--- src/rtl/pmc_pkg.sv ---
// Package pmc_pkg
// Shared constants and the event index map for the performance counter bank.
// Assumes the bank is always indexed through pmc_evt_e.
package pmc_pkg;
    localparam int PMC_NUM_CNT   = 10;
    localparam int PMC_CNT_W_DEF = 28;

    typedef enum logic [3:0] {
        EV_TX_GOOD      = 4'd0,
        EV_RX_GOOD      = 4'd1,
        EV_HDR_FIXED    = 4'd2,
        EV_HDLC_BADSEQ  = 4'd3,
        EV_SDL_FIXED    = 4'd4,
        EV_HDR_DROP     = 4'd5,
        EV_HDLC_SHORT   = 4'd6,
        EV_SDL_BAD      = 4'd7,
        EV_CRC_BAD      = 4'd8,
        EV_PPP_MISMATCH = 4'd9
    } pmc_evt_e;
endpackage

--- src/rtl/pmc_sat_counter.sv ---
// Module pmc_sat_counter
// One saturating live counter with a held copy.
// A snapshot copies live into held and restarts live at the value of the
// coincident event (0 or 1).
// Assumes at most one event per clock and a synchronous active-low reset.
module pmc_sat_counter #(
    parameter int CW = 28
) (
    input  logic          clk,
    input  logic          rst_n,
    input  logic          inc_i,
    input  logic          snap_i,
    output logic [CW-1:0] live_o,
    output logic [CW-1:0] held_o
);
    localparam logic [CW-1:0] MAX_VAL = {CW{1'b1}};

    logic [CW-1:0] live_q;
    logic [CW-1:0] held_q;
    logic          at_max;

    // Flag the saturation point so that an increment is suppressed there
    always_comb at_max = (live_q == MAX_VAL);

    // Live count: restart on snapshot, otherwise saturating increment
    always_ff @(posedge clk) begin
        if (!rst_n)
            live_q <= '0;
        else if (snap_i)
            live_q <= {{(CW-1){1'b0}}, inc_i};
        else if (inc_i && !at_max)
            live_q <= live_q + 1'b1;
    end

    // Held copy: loaded only by the snapshot strobe
    always_ff @(posedge clk) begin
        if (!rst_n)
            held_q <= '0;
        else if (snap_i)
            held_q <= live_q;
    end

    assign live_o = live_q;
    assign held_o = held_q;
endmodule

--- src/rtl/pmc_read_mux.sv ---
// Module pmc_read_mux
// Combinational selection of one held value by address.
// Addresses at or beyond NUM return zero. Reading has no side effects.
module pmc_read_mux #(
    parameter int NUM = 10,
    parameter int CW  = 28,
    parameter int AW  = 4
) (
    input  logic [NUM-1:0][CW-1:0] held_i,
    input  logic [AW-1:0]          addr_i,
    output logic [CW-1:0]          data_o
);
    // Pick the addressed held register, zero when out of range
    always_comb begin
        data_o = '0;
        for (int i = 0; i < NUM; i++) begin
            if (addr_i == AW'(i))
                data_o = held_i[i];
        end
    end
endmodule

--- src/rtl/pmc_counter_bank.sv ---
// Module pmc_counter_bank
// A bank of NUM_CNT saturating event counters with a shared snapshot-and-clear
// strobe and a read port onto the held values.
// Assumes each event bit is a one-clock strobe per event and that software
// strobes often enough that a live count does not saturate in normal use.
module pmc_counter_bank #(
    parameter int CNT_W   = pmc_pkg::PMC_CNT_W_DEF,
    parameter int NUM_CNT = pmc_pkg::PMC_NUM_CNT,
    parameter int ADDR_W  = 4
) (
    input  logic               clk,
    input  logic               rst_n,
    input  logic [NUM_CNT-1:0] evt_i,
    input  logic               snap_i,
    input  logic [ADDR_W-1:0]  rd_addr_i,
    output logic [CNT_W-1:0]   rd_data_o
);
    logic [NUM_CNT-1:0][CNT_W-1:0] live_w;
    logic [NUM_CNT-1:0][CNT_W-1:0] held_w;

    // One counter slice per event source
    for (genvar g = 0; g < NUM_CNT; g++) begin : g_cnt
        pmc_sat_counter #(.CW(CNT_W)) u_cnt (
            .clk    (clk),
            .rst_n  (rst_n),
            .inc_i  (evt_i[g]),
            .snap_i (snap_i),
            .live_o (live_w[g]),
            .held_o (held_w[g])
        );
    end

    // Read port onto the held registers
    pmc_read_mux #(.NUM(NUM_CNT), .CW(CNT_W), .AW(ADDR_W)) u_rd (
        .held_i (held_w),
        .addr_i (rd_addr_i),
        .data_o (rd_data_o)
    );
endmodule

--- config.mk ---
export PLATFORM = sky130hd
export DESIGN_NAME = pmc_counter_bank
export DESIGN_NICKNAME = d
export VERILOG_FILES = /design/src/rtl/pmc_pkg.sv /design/src/rtl/pmc_sat_counter.sv /design/src/rtl/pmc_read_mux.sv /design/src/rtl/pmc_counter_bank.sv
export SDC_FILE = /design/constraint.sdc
export NUM_CORES = 1
export LEC_CHECK = 0
export ABC_AREA = 1
export BUFFER_PORTS_ARGS = -buffer_cell sky130_fd_sc_hd__buf_2
export CAP_MARGIN = 20
export CORE_UTILIZATION = 56
export DETAILED_ROUTE_END_ITERATION = 12
export PLACE_DENSITY_LB_ADDON = 0.1
export SETUP_SLACK_MARGIN = 0.3
export SYNTH_ARGS = -nofsm -noshare
export SYNTH_HDL_FRONTEND = slang
export SYNTH_SLANG_ARGS = --single-unit
--- constraint.sdc ---
create_clock -name clk -period 2.3 [get_ports clk]
set_input_delay 0.345 -clock clk [delete_from_list [all_inputs] [get_ports clk]]
set_output_delay 0.345 -clock clk [all_outputs]
set_load 0.02 [all_outputs]
* Word level (Yosys, flattened, before mapping) *
Index checks and enable logic that the tools add are counted.

storage, ports and cells
  register bits = 560
  input port bits = 17
  output and inout port bits = 28

cells by class
  $add $sub $neg = 10
  equal/unequal tests = 19
  mux-type cells = 30
  bitwise logic cells = 1
  reductions and logical operators = 32

operators with widths
  cell                                            number
  adder 28 x 1 -> 28 bit (second input constant)  10
  == test 28 bit (second input constant)          10
  two-way mux 28 bit                              10
  two-way mux 1 bit                               20
  nonzero test 2 bit                              10
  == test 4 x 3 -> 1 bit (second input constant)  4
  logical AND 1 bit                               10
  zero test 1 bit                                 10
  == test 4 x 2 -> 1 bit (second input constant)  2
  == test 4 bit (second input constant)           2
  == test 4 x 1 -> 1 bit (second input constant)  1
  zero test 4 bit                                 1
  OR reduction 2 bit                              1
  NOT 1 bit                                       1

* Longest topological paths before layout *
  word-level depth = 11
  mapped depth = 12

* Hierarchy *
Synthesis repeated with hierarchy kept, for this count alone.

second synthesis, totals
  cell total of the unflattened synthesis = 4278
  area total of the unflattened synthesis = 28416.0 um2

by module, submodules not included
  module           instances  cells an instance  area each (um2)  seq. area each (um2)
  pmc_sat_counter  10         375                2610.0           1121.1
  pmc_read_mux     1          528                2316.0           0.0

* Worst setup path before layout *
No wires, ideal clock.

  path kind = input to output
  from = input port rd_addr_i[3]
  to = output port rd_data_o[14]
  arrival = 1436 ps
  setup slack = 519 ps
  cell stages on the path = 8
  buffers on the path = 1
  cells stage by stage = nor2_2 nand3_1 inv_2 clkbuf_1 nand2_1 nand4_1 nor2_1 nand4_1

on the way
  longest elaborated chain between the ends = 11

RTL lines
  what                             line                    source
  start: declaration               pmc_counter_bank.sv:15  input logic [ADDR_W-1:0] rd_addr_i,
  zero test 4 bit                  pmc_read_mux.sv:17      if (addr_i == AW'(i))
  two-way mux 28 bit (9 in a row)  pmc_read_mux.sv:17
  two-way mux 28 bit *             pmc_read_mux.sv:17
  end: declaration                 pmc_counter_bank.sv:16  output logic [CNT_W-1:0] rd_data_o

Every way passes the cells marked *; elsewhere a longest branch is shown, timed or not.

* Worst setup path after layout *
  from = register g_cnt[0].u_cnt.held_q[19]
  to = output port rd_data_o[19]

on the way
  longest elaborated chain between the ends = 10

RTL lines
  what                              line                   source
  start: declaration                pmc_sat_counter.sv:19  logic [CW-1:0] held_q;
  start signal: assignment          pmc_sat_counter.sv:40  held_q <= live_q;
  two-way mux 28 bit (10 in a row)  pmc_read_mux.sv:17

No other way between the ends.

==> qor.yml <==
power_switching_share: 0.243
drt_first_pass_iters: 7
hold_class: "primary input to flop"
die_x_um: 231
grt_pass1_vias: 26700
run_status: "finished with violations"
drt_iter0_markers: 2720
root_buffer: "clkbuf_16"
skew_ns: 0.0195
crit_arrival_ns: 1.97
rsz0062_at_grt: "true"
grt_pass1_wl_mm: 150
cts_sinks: 560
design_area_mm2: 0.0337
htree_levels: 2
hold_viol: 0
overflow: 0
ys.flop_type: "dfxtp_1"
insertion_delay_ns: 0.63
viasPerCell: 5.50
numCtsBuffers: 59
required_ns: 1.96
maxCapViolCount: 0
grt_max_degree: 225
rows: 83
numPortBuffers: 44
violations: "negative setup slack"
ys_top_cells_by_area: "dfxtp_1, nand2_1, nor2_1, a21oi_1, o21ai_0"
seqCellArea_mm2: 0.0113
gp_congestion: 1.01
placed_area_mm2: 0.0304
fill_cells: 4903
p_leak_uw: 0.0117
finalMaxSlewViolations: 0
synth_top_area_share: 0.383
fin_crit_sh: 1.01
worst_slack_ns: -0.0173
ys_seq_area_frac: 0.383
cts.clk_slew.worst_paths_ns: 0.06
antenna_found_initial: 0
ys_seq_elements: 560
cts_tree: "built"
drive_above_1_share: 0.137
worst_pin_slew_ns: 1.04
nets: 4652
setup_viol: 1
async_flop_share: 0
avgSynthCellArea_um2: 6.36
synthesis.nets: 4624
synth_top_area_cell: "dfxtp_1"
syn-instance-count: 4597
ys_types: 32
yosysMostFrequentCell: "nand2_1"
diodes: 0
drt-total-wl_mm: 97.4
crit_path_end_kind: "primary output"
start_kind: "flop"
core_area_mm2: 0.0514
internal_power_uw: 17100
power_frac_seq: 0.453
cts_buffer_depth: 3
die_height_um: 231
hpwl_mm: 71.0
drc: 0
relSlewSlack: 0.304
total_power_uw: 22600
die_area_mm2: 0.0531
path_class: "flop to primary output"
pwr_density_cell_mw_per_mm2: 671
pin_count: 45
syn_area_mm2: 0.0292
multi_input_area_mm2: 0.0164
postRouteAntennaNets: 0
p_sw_uw: 5490
stdcell_count: 5354
max_freq_ghz: 0.432
areaGrowthSynthToFinish_pct: 15.3
synth_edf_count: 0
wl_per_cell_um: 18.2
period_needed_ns: 2.32
pwr-share-comb: 0.064
placedCellCount: 5222
grt_usage: 0.360
fin_util: 0.656
ir_worst_vdd_mv: 0.667
path_max_fanout: 2
clkPwrFrac: 0.483
ys_warn_count: 0
route.vias.total: 29500
synth_common_cells: "nand2_1, nor2_1, dfxtp_1, a21oi_1, o21ai_0"
start_util: 0.569
==> worst paths after layout <==
path / from / end / slack (ns) / depth (start not counted)
worst min register to register: g_cnt[2].u_cnt.held_o[13] / g_cnt[2].u_cnt.held_o[13] / 0.47 / 2
worst min-delay path: evt_i[3] / g_cnt[3].u_cnt.live_o[0] / 0.05 / 3
worst max-delay path: g_cnt[0].u_cnt.held_o[19] / rd_data_o[19] / -0.02 / 8
worst max register to register: g_cnt[0].u_cnt.live_o[0] / g_cnt[0].u_cnt.live_o[9] / 0.37 / 11
==> power groups by stage <==
stage | registers (uW) | logic [uW] | clock network, uW
6_report | 10200 | 1460 | 10900
5_1_grt | 10300 | 1580 | 11400
4_1_cts | 10200 | 1390 | 11000
3_5_place_dp | 10400 | 1300 | 0
3_3_place_gp | 10400 | 1290 | 0
2_1_floorplan | 10300 | 903 | 0
==> metal layers <==
layer	vias to the layer above	routed length, um	track usage
li1	14700	-	-
met4	0	4290	0.158
met3	199	6500	0.0499
met2	965	44800	0.586
met1	13600	41800	0.475
met5	-	0	0
==> placed cells by master, fill, tap and decap left out, drive strengths merged <==
cell type,Yosys,final
nand2,1495,1495
a31oi,5,5
ha,10,10
o31ai,2,2
nand3,202,202
buf,91,166
nand4,68,68
dlygate4sd3,0,1
dfxtp,560,560
bufinv,0,15
inv,331,330
a21oi,475,475
nor3b,2,2
xnor2,11,11
clkinvlp,0,13
clkinv,1,14
clkbuf,114,75
o21ai,341,341
nor3,40,40
xor2,95,95
nand3b,2,2
and3,2,2
nor2,750,750
==> cells by family after synthesis <==
kind of cell / synth area share
AOI/OAI and AO/OA: 0.146
and+or+nand+nor: 0.357
buffers and inverters: 0.0774
DFF: 0.383
adders and majority gates: 0.00428
xor gates and xnor gates: 0.0317
==> sequential cells by signal, indices dropped and copies added, names as in the netlist <==
name and count:
g_cnt.u_cnt.held_o 280, g_cnt.u_cnt.live_o 280
==> worst max-delay path, cell delays in order (launching register included) <==
cell     delay [ns]
dfxtp_4        0.37
nand3_2        0.08
nand2_2        0.07
nor2_4         0.12
nand4_1        0.10
nor2_1         0.14
buf_4          0.15
nand4_1        0.13
buf_6          0.17
==> metrics by stage <==
stage	setup slack, ns	hold WS [ns]	TNS (ns)
final	-0.0173	0.0458	-0.0173
after global routing	-0.0710	0.0536	-0.160
after CTS	-0.0140	0.0187	-0.0260
after detailed placement	0.0297	0.456	0
after global placement	0.0382	0.469	0
after floorplan	0.519	0.434	0
==> layout make-up <==
cell class / count / area share
clock buffers: 75 / 0.0486
repair inverters: 5 / 0.00111
clock inverters: 35 / 0.0174
flip-flops and latches: 560 / 0.335
well taps: 680 / 0.0252
multi-input cells: 3500 / 0.487
repair buffers: 167 / 0.0469
inverters: 332 / 0.0383
==> timing repair <==
action                                  in CTS  in global routing
cloned                                       3                  2
endpoints found under the setup margin     116                270
buffers inserted                             2                 14
resized for setup                          222                115
pin swaps                                   82                 97
hold buffers                                 1                  0
endpoints found under the hold margin        5                  0
Note: power is estimated with default switching activity, not from simulation.
